### config.mk
export PLATFORM = sky130hd
export DESIGN_NAME = pix_serializer_7to1
export DESIGN_NICKNAME = d
export VERILOG_FILES = /design/src/rtl/pix_serializer_7to1.sv
export SDC_FILE = /design/constraint.sdc
export NUM_CORES = 1
export LEC_CHECK = 0
export ABC_AREA = 1
export BUFFER_PORTS_ARGS = -buffer_cell sky130_fd_sc_hd__buf_2
export CORE_MARGIN = 8
export CORE_UTILIZATION = 25
export DETAILED_ROUTE_END_ITERATION = 12
export GPL_TIMING_DRIVEN = 0
export HOLD_SLACK_MARGIN = 0.02
export SYNTH_ARGS = -nofsm -noshare
export SYNTH_HDL_FRONTEND = slang
export SYNTH_SLANG_ARGS = --single-unit
### constraint.sdc
create_clock -name bit_clk -period 1.3 [get_ports bit_clk]
set_input_delay 0.195 -clock bit_clk [delete_from_list [all_inputs] [get_ports bit_clk]]
set_output_delay 0.195 -clock bit_clk [all_outputs]
set_load 0.03 [all_outputs]
### src/rtl/pix_serializer_7to1.sv
module pix_serializer_7to1 #(
  parameter int LOCK_CYCLES = 5670
) (
  input  logic        bit_clk,
  input  logic        rst_n,
  input  logic        frame_stb,
  input  logic        shutdown,
  input  logic [27:0] pix_word,
  output logic [3:0]  lane_dat,
  output logic        lane_clk,
  output logic        out_en,
  output logic        data_valid
);
  localparam int LANES = 4;
  localparam int SLOTS = 7;
  localparam int HIGH_SLOTS = 4;
  localparam int CW = $clog2(LOCK_CYCLES + 1);
  localparam int SLOT_SRC [LANES*SLOTS] = '{
    1, 0, 7, 6, 4, 3, 2,
    9, 8, 18, 15, 14, 13, 12,
    20, 19, 26, 25, 24, 22, 21,
    5, 27, 23, 17, 16, 11, 10
  };

  logic [27:0]   cap_q;
  logic [2:0]    slot_q;
  logic [CW-1:0] lk_q;
  logic          oe_q;
  logic          locked;

  assign locked = (lk_q == CW'(LOCK_CYCLES));

  always_ff @(posedge bit_clk) begin
    if (!rst_n) begin
      cap_q  <= '0;
      slot_q <= '0;
      lk_q   <= '0;
      oe_q   <= 1'b0;
    end else begin
      oe_q <= !shutdown;
      if (shutdown)    lk_q <= '0;
      else if (!locked) lk_q <= lk_q + 1'b1;
      if (frame_stb) begin
        cap_q  <= pix_word;
        slot_q <= '0;
      end else begin
        slot_q <= (slot_q == 3'(SLOTS-1)) ? 3'd0 : 3'(slot_q + 3'd1);
      end
    end
  end

  assign out_en     = oe_q;
  assign data_valid = oe_q & locked;
  assign lane_clk   = oe_q & (slot_q < 3'(HIGH_SLOTS));

  for (genvar g = 0; g < LANES; g++) begin : g_lane
    logic [SLOTS-1:0] sh_q;
    always_ff @(posedge bit_clk) begin
      if (!rst_n) begin
        sh_q <= '0;
      end else if (frame_stb) begin
        for (int s = 0; s < SLOTS; s++) sh_q[s] <= cap_q[SLOT_SRC[g*SLOTS+s]];
      end else begin
        sh_q <= {1'b0, sh_q[SLOTS-1:1]};
      end
    end
    assign lane_dat[g] = data_valid & sh_q[0];
  end


  capture_word_chk: assert property (@(posedge bit_clk) disable iff (!rst_n)
    frame_stb |=> cap_q == $past(pix_word));

  stb_clk_high_chk: assert property (@(posedge bit_clk) disable iff (!rst_n)
    (frame_stb && !shutdown) |=> lane_clk);

  sd_off_chk: assert property (@(posedge bit_clk) disable iff (!rst_n)
    shutdown |=> !out_en && !lane_clk && lane_dat == 4'd0);

  sd_invalid_chk: assert property (@(posedge bit_clk) disable iff (!rst_n)
    shutdown |=> !data_valid);

  lock_restart_chk: assert property (@(posedge bit_clk) disable iff (!rst_n)
    $past(shutdown) |=> !data_valid);
endmodule

==> results of run 1 <==
-- cell families after synthesis --
group                      after synthesis
AOI/OAI and AO/OA                       65
and+or+nand+nor                        131
adders and majority gates                4
xor gates and xnor gates                 3
DFF                                     73
buffers and inverters                   62
-- flip-flops by register name, summed over array words and instances, names as in the netlist --
| signal | flops |
|---|---|
| lk_q | 13 |
| cap_q | 28 |
| g_lane.sh_q | 28 |
| out_en | 1 |
| slot_q | 3 |
-- placed cells by master, fill, tap and decap left out, drive strengths merged --
cell / n
dfxtp: 73
nand2: 58
o21ai: 58
buf: 54
inv: 51
nand3: 36
nor2: 29
clkbuf: 11
a21oi: 7
nor3b: 4
ha: 4
clkinv: 3
xnor2: 2
nand4: 2
nor3: 2
xor2: 1
bufinv: 1
-- per-stage QoR --
| stage | power [W] | hold WS, ps |
|---|---|---|
| after floorplan | 0.00256 | 325 |
| after global placement | 0.00267 | 412 |
| after detailed placement | 0.00268 | 418 |
| after CTS | 0.00454 | 48.0 |
| after global routing | 0.00469 | 55.6 |
| final | 0.00449 | 67.1 |
-- per-layer routing --
metal	global-route usage	routed length [um]	share of wire	up-vias
met5	0	0	0	-
met4	0.0258	51	0.0082	0
met3	0.0452	355	0.057	5
met2	0.144	2820	0.46	44
met1	0.107	2970	0.48	1020
li1	-	-	-	1185
-- worst max-delay path, delay by kind of cell, from the launching register on --
kind                       cells  cell delay [ps]
adders and majority gates      1              120
buffers and inverters          2              200
DFF                            1              350
and+or+nand+nor                4              560
-- worst max path at each step --
stage                     startpoint           to  slack (ps)  cells past startpoint
after floorplan              lk_q[0]  lane_dat[0]         -90                      6
after global placement       lk_q[0]  lane_dat[1]        -170                      7
after detailed placement     lk_q[0]  lane_dat[0]        -200                      7
after CTS                    lk_q[0]  lane_dat[3]        -480                      7
after global routing         lk_q[0]  lane_dat[3]        -590                      7
final                        lk_q[0]  lane_dat[3]        -470                      7
-- power groups by stage --
stage	combinational (W)	clock (W)	sequential, W
detailed placement	0.000282	0	0.00240
global placement	0.000273	0	0.00240
global route	0.000327	0.00201	0.00235
CTS	0.000289	0.00190	0.00235
floorplan	0.000167	0	0.00240
finish	0.000284	0.00186	0.00234
-- repair_timing --
action | CTS | global route
setup buffers | 4 | 0
pin swaps | 4 | 9
resized for setup | 17 | 9
endpoints found under the setup margin | 7 | 15
-- layout make-up --
class	count	area, um^2	area share
sequential	73	1470	0.425
buffer	13	63.8	0.0184
tap	140	175	0.0505
inverter	49	186	0.0538
clock buffer	10	138	0.0397
clock inverter	6	73.8	0.0213
timing repair buffer	42	255	0.0736
multi-input combinational	203	1100	0.317
==> impl_metrics.toml, run 1 <==
[floorplanning]
pin_count = 39
dieHeight_um = 120
die_w_um = 120
fp.dieArea_um2 = 14500
start_util = 0.253
core_um2 = 10700
num_rows = 38

[placement]
placed_cell_area_um2 = 3160
portBuffers = 38
preCtsSetupSlack_ps = -200
dp.cells = 516
dp_hpwl_mm = 4.46
finalWeightedCongestion = 0.781

[pwr]
switchingPower_w = 0.00110
p_seq_frac = 0.523
peakVddDrop_uv = 563
p_leak_nw = 1.39
clkPwrFrac = 0.414
p_comb_frac = 0.063
p_int_w = 0.00339
p_sw_frac = 0.245
power.density_nw_per_um2 = 1290

[worst_setup_path]
r2r-end = "lk_q[8]"
critPathLaunchType = "register"
cp.arrival_ps = 1580
r2r-start = "lk_q[0]"
cp_cell_sequence = "inv_4, ha_4, nand2_2, nor2_4, nand3_4, nor3b_4, buf_6"
cp_slowest_stage_delay_ps = 350
end_kind = "primary output"
reg2reg_depth = 8
r2r_slack_ps = -60
slowest_stage = "dfxtp_4"
path_max_fanout = 6
critPathRequiredTime_ps = 1110
worst-setup-path-type = "register to primary output"

[yosys]
synth_area_leaders = "dfxtp_1 54%, nand2_1 8.0%, o21ai_0 6.8%"
yosysWarnings = 0
syn-instance-count = 338
yosysMostFrequentCell = "dfxtp_1"
synth_top_area_share = 0.537
synth_compound_area_frac = 0.119
synth_simple_gate_area_frac = 0.225
synth_ff_type = "dfxtp_1"
synthXorXnorAreaFrac = 0.00965
synth_area_per_cell_um2 = 8.06
synth-edff-count = 0
ys_seq_area_frac = 0.537
yosysTopAreaCell = "dfxtp_1"
async_flop_share = 0
synth.distinct_cells = 21
synthAdderAreaFrac = 0.0184
synthTopCellsByCount = "73 x dfxtp_1, 58 x nand2_1, 47 x inv_1"
muxShareOfSynthArea = 0
synth_top_family_by_area = "simple AND/OR/NAND/NOR gates"
ys_ff_latch = 73
synth_area_um2 = 2720
syn_nets = 374

[timing]
final.min_clock_period_ps = 1770
finClkSkew_ps = 11.5
slew_violations = 0
fmaxAchievable_mhz = 565
setup_viol = 10
tightest_slew_ps = 416
slew-limit-headroom = 0.723
fin_ws_ps = -471
hold_viol = 0
period_share = 1.36
tns_ps = -2440
grt_setup_unrepaired = "yes"

[route]
drc = 0
vias_per_cell = 4.21
drt_iter0_drc = 154
wl_mm = 6.19
post_drt_wl_per_cell_um = 11.6
ant_nets = 0
detailedRoute.firstPassIterationCount = 4
vias = 2254

[clocking]
cts_buffer_depth = 2
cts_root_buffer = "clkbuf_8"
cts_max_level = 3
cts_tree = "yes"
cts.sinks = 73
clkTransAtPathRegs_ps = 90
clkLatencyLatePin_ps = 350
numCtsBuffers = 9
ctsHoldBuffers = 0

[min_path]
min_to = "cap_q[24]"
min-delay-start = "pix_word[24]"
hold_depth = 3
min_path_type = "primary input to register"

[finish]
area_delta_synth_final_pct = 27.3
drive_gt1_frac = 0.260
fin_nets = 427
fin_area_um2 = 3470
final.fill_count = 1158
antenna_cells = 0
fin_util = 0.323
fin_cells = 536

[global_routing]
grt_max_degree = 15
grt_pass1_wl_mm = 10.3
grt_pass1_vias = 2237
overflow = 0
grt_usage = 0.0911
antenna_found_initial = 0

[run_status]
violations = "setup timing"
status = "finished with violations"

[flow_run]
drv_cap = 0
Note: power is estimated with default switching activity, not from simulation.
==> run 2, diff against run 1 <==
- REMOVE_ABC_BUFFERS: unset -> 1
==> run 2 against run 1 <==
The run still ends with setup timing left. Critical path depth fell by 1. Largest cell class unchanged. Die area stayed put. Global-route usage is 0.40 points lower. Cell area about the same. Highest routed layer unchanged. Wire length fell by 2.8%.
==> impl_metrics.toml, run 2 (same netlist as run 1, synthesis figures left out) <==
[run_status]
status = "finished with violations"
violations = "setup timing"

[global_routing]
grt_max_degree = 32
grt_pass1_vias = 2214
grt_pass1_wl_mm = 10.2
grt_usage = 0.0871
overflow = 0
antenna_found_initial = 0

[min_path]
min_path_type = "primary input to register"
hold_depth = 3
min_to = "cap_q[2]"
min-delay-start = "pix_word[2]"

[worst_setup_path]
cp_slowest_stage_delay_ps = 390
r2r_slack_ps = -60
cp.arrival_ps = 1540
critPathLaunchType = "register"
critical_path.top_delay_family = "simple AND/OR/NAND/NOR gates"
r2r-end = "lk_q[8]"
cp_cell_sequence = "ha_4, nand2_4, nor2_4, nand3_4, nor3b_2, buf_4"
critPathRequiredTime_ps = 1110
r2r-start = "lk_q[0]"
worst-setup-path-type = "register to primary output"
slowest_stage = "dfxtp_4"
path_max_fanout = 7
reg2reg_depth = 9
end_kind = "primary output"
worstPathBufferInverterCount = 1

[placement]
finalWeightedCongestion = 0.731
dp_hpwl_mm = 3.70
portBuffers = 38
dp.cells = 503
preCtsSetupSlack_ps = -872

[clocking]
clkTransAtPathRegs_ps = 80
numCtsBuffers = 9
cts_max_level = 3
cts_root_buffer = "clkbuf_8"
cts_tree = "yes"
clkLatencyLatePin_ps = 340
cts_buffer_depth = 2
cts.sinks = 73

[flow_run]
drv_cap = 0

[floorplanning]
fp.dieArea_um2 = 14500
num_rows = 38
pin_count = 39
die_w_um = 120
start_util = 0.253
core_um2 = 10700
dieHeight_um = 120

[finish]
drive_gt1_frac = 0.240
final_cell_mix = "70 x dfxtp_1, 55 x nand2_1, 44 x inv_1"
antenna_cells = 0
fin_util = 0.323
fin_cells = 528
top_regs = "cap_q (28), g_lane.sh_q (28), lk_q (13)"
layout_commonest_cell = "dfxtp_1"
fin_nets = 419
area_delta_synth_final_pct = 27.4

[timing]
period_share = 1.34
hold_viol = 0
grt_setup_unrepaired = "yes"
slew_violations = 0
fmaxAchievable_mhz = 576
fin_ws_ps = -437
setup_viol = 9
whs_ps = 85.1
final.min_clock_period_ps = 1740
finClkSkew_ps = 8.42
slew-limit-headroom = 0.549
tightest_slew_ps = 676

[route]
detailedRoute.firstPassIterationCount = 4
vias = 2240
drc = 0
post_drt_wl_per_cell_um = 11.4
wl_mm = 6.02
vias_per_cell = 4.24
drt_iter0_drc = 131
ant_nets = 0

[pwr]
power_w = 0.00476
peakVddDrop_uv = 1020
p_leak_nw = 1.33
power.density_nw_per_um2 = 1370
run 2: changes by cell type in the layout (fill, tap and decap cells not counted), sizes merged:
cell | before | now
buf | 54 | 46
bufinv | 1 | 3
clkinv | 3 | 1
clkbuf | 11 | 10
clkinvlp | 0 | 1
inv | 51 | 50
nor2 | 29 | 30
run 2: stage by stage:
step	TNS [ps]	area, um^2
2_1_floorplan	-2330	2660
3_3_place_gp	-46270	3020
3_5_place_dp	-48020	3020
4_1_cts	-2260	3380
5_1_grt	-3580	3470
6_report	-2280	3470
run 2: layout make-up:
type | instances | area, um^2
inverter | 49 | 186
sequential | 73 | 1470
fill | 1149 | 7280
multi-input combinational | 204 | 1110
tap | 140 | 175
clock inverter | 6 | 115
clock buffer | 10 | 128
timing repair buffer | 46 | 279
run 2: what timing repair did:
action                     4_1_cts  5_1_grt
gates resized for setup         30       13
pin swaps                       10        9
hold endpoints to repair         0        0
setup buffers                    3        5
hold buffers                     0        0
setup endpoints to repair       77       54
gates cloned                     1        0
run 2: where the power goes:
part           switching, W  internal [W]
Clock              0.000841       0.00129
Combinational      0.000181      0.000105
Sequential        0.0000251       0.00232
run 2: worst max-delay path by stage:
stage | to | slack [ps] | cells past startpoint | startpoint
finish | lane_dat[1] | -440 | 6 | lk_q[1]
floorplan | lane_dat[0] | -530 | 6 | lk_q[0]
global placement | cap_q[2] | -850 | 5 | rst_n
detailed placement | cap_q[26] | -870 | 5 | rst_n
global route | lane_dat[2] | -560 | 7 | lk_q[0]
CTS | lane_dat[3] | -450 | 7 | lk_q[0]
run 2: worst min-delay path: stages:
cell	delay (ps)
buf_2	80
nand3_1	60
o21ai_0	60
run 2: per-layer routing:
layer / vias to the layer above / share of wire / GRT usage
met1: 1000 / 0.47 / 0.109
met2: 61 / 0.44 / 0.130
met5: - / 0 / 0
li1: 1170 / - / -
met4: 0 / 0.014 / 0.0273
met3: 9 / 0.072 / 0.0410
==> run 3, diff against run 2 <==
- CORE_UTILIZATION: 25 -> 45
- PLACE_DENSITY: unset -> 0.65
==> run 3 against run 2 <==
Critical endpoint is now lane_dat[0]. Die area decreased by 39%. Critical path depth increased by 1. Power decreased by 9.8%. Flip-flop and latch count unchanged. Cell area decreased by 5.2%. Non-clock buffer count decreased by 2. Register-to-register slack about the same. The run still ends with setup timing left. Critical path type unchanged.
==> impl_metrics.toml, run 3 (same netlist as run 1, synthesis figures left out) <==
[run_status]
violations = "setup timing"
status = "finished with violations"

[finish]
regArea_um2 = 1470
drive_gt1_frac = 0.236
multi_input_area_um2 = 1100
fin_nets = 417
layout_commonest_cell = "dfxtp_1"
top_regs = "cap_q (28), g_lane.sh_q (28), lk_q (13)"
final_cell_mix = "69 x dfxtp_1, 53 x nand2_1, 44 x inv_1"
final.fill_count = 554
area_delta_synth_final_pct = 20.8
antenna_cells = 0

[clocking]
cts_root_buffer = "clkbuf_8"
cts.sinks = 73
numCtsBuffers = 9
cts_buffer_depth = 2
cts_max_level = 3
clkTransAtPathRegs_ps = 80
cts_tree = "yes"
clkLatencyLatePin_ps = 340
ctsHoldBuffers = 0

[floorplanning]
num_rows = 28
pin_count = 39
start_util = 0.463
core_um2 = 5890
die_w_um = 93.8
dieHeight_um = 93.8
fp.dieArea_um2 = 8800

[global_routing]
grtUsageMet1 = 0.151
use_met3 = 0.0568
antenna_found_initial = 0
busiest_layer = "met2"
grt_pass1_vias = 2074
grtUsageMet2 = 0.212
overflow = 0
grt_usage = 0.131
grt_max_degree = 32
grt_pass1_wl_mm = 9.12

[route]
wl_mm = 5.51
drt_iter0_drc = 128
detailedRoute.firstPassIterationCount = 4
ant_nets = 0
post_drt_wl_per_cell_um = 12.0
vias = 2220
vias_per_cell = 4.83
drc = 0

[worst_setup_path]
slowest_stage = "dfxtp_4"
path_max_fanout = 6
critical_path.top_delay_family = "simple AND/OR/NAND/NOR gates"
end_kind = "primary output"
cp_slowest_stage_delay_ps = 350
cp_cell_sequence = "inv_2, ha_4, nand2_4, nor2_4, nand3_4, nor3b_2, buf_4"
worst-setup-path-type = "register to primary output"
critPathLaunchType = "register"
cp.arrival_ps = 1500
critPathRequiredTime_ps = 1110
worstPathBufferInverterCount = 2

[timing]
slew-limit-headroom = 0.575
fmaxAchievable_mhz = 590
finClkSkew_ps = 6.15
final.min_clock_period_ps = 1690
setup_viol = 7
period_share = 1.30
hold_viol = 0
slew_violations = 0
grt_setup_unrepaired = "yes"
tightest_slew_ps = 637
fin_ws_ps = -394

[pwr]
peakVddDrop_uv = 1080
power.density_nw_per_um2 = 1300
power_w = 0.00429
p_leak_nw = 1.30

[placement]
portBuffers = 38
finalWeightedCongestion = 0.775
preCtsSetupSlack_ps = -801
dp_hpwl_mm = 3.38

[flow_run]
drv_cap = 0

[min_path]
min_path_type = "primary input to register"
## run 3: changes by cell type in the layout (fill, tap and decap cells not counted), moves of 2 or more
cell | before | now
nand2_1 | 55 | 53
bufinv_16 | 3 | 1
nand2_2 | 1 | 3
clkinv_2 | 0 | 2
## run 3: worst paths after layout
kind                     start  slack (ps)  cells after the start           endpoint
max reg2reg            lk_q[0]         -50                     10            lk_q[0]
min                pix_word[2]          70                      3           cap_q[2]
max                    lk_q[0]        -390                      7        lane_dat[0]
min reg2reg  g_lane[0].sh_q[3]         430                      2  g_lane[0].sh_q[2]
## run 3: report_power, final
part           switching [W]  internal (W)  leakage (nW)
Sequential         0.0000244       0.00232         0.599
Clock               0.000806      0.000876        0.0925
Combinational       0.000168     0.0000973         0.607
Total               0.000998       0.00329          1.30
## run 3: stage by stage
stage | cells | util | instance area (um^2) | TNS, ps | hold WS (ps)
6_report | 460 | 0.559 | 3290 | -1890 | 72.7
2_1_floorplan | 325 | - | 2660 | -2330 | 325
3_3_place_gp | 438 | 0.500 | 2940 | -40600 | 411
5_1_grt | 460 | 0.559 | 3290 | -3000 | 63.5
3_5_place_dp | 438 | 0.500 | 2940 | -42790 | 414
4_1_cts | 458 | 0.551 | 3250 | -2120 | 61.6
## run 3: layer usage
layer  share of wire  vias to the layer above  routed length, um
li1                -                     1159                  -
met1            0.47                     1005               2570
met2            0.46                       47               2520
met3           0.063                        9                347
met4           0.012                        0                 65
met5               0                        -                  0
## run 3: layout make-up
class / instances / share of cell area
multi-input cells: 204 / 0.333
clock buffers: 10 / 0.0388
flip-flops and latches: 73 / 0.447
well taps: 75 / 0.0285
inverters: 49 / 0.0559
repair buffers: 44 / 0.0791
clock inverters: 5 / 0.0171
## run 3: tightest hold or removal path, cell delays in order
cell,delay (ps)
buf_2,70
nand3_1,60
o21ai_0,60
## run 3: what timing repair did
item | in CTS | in global routing
buffers inserted | 4 | 2
endpoints found under the setup margin | 75 | 15
cloned | 1 | 0
resized for setup | 29 | 12
pin swaps | 7 | 6
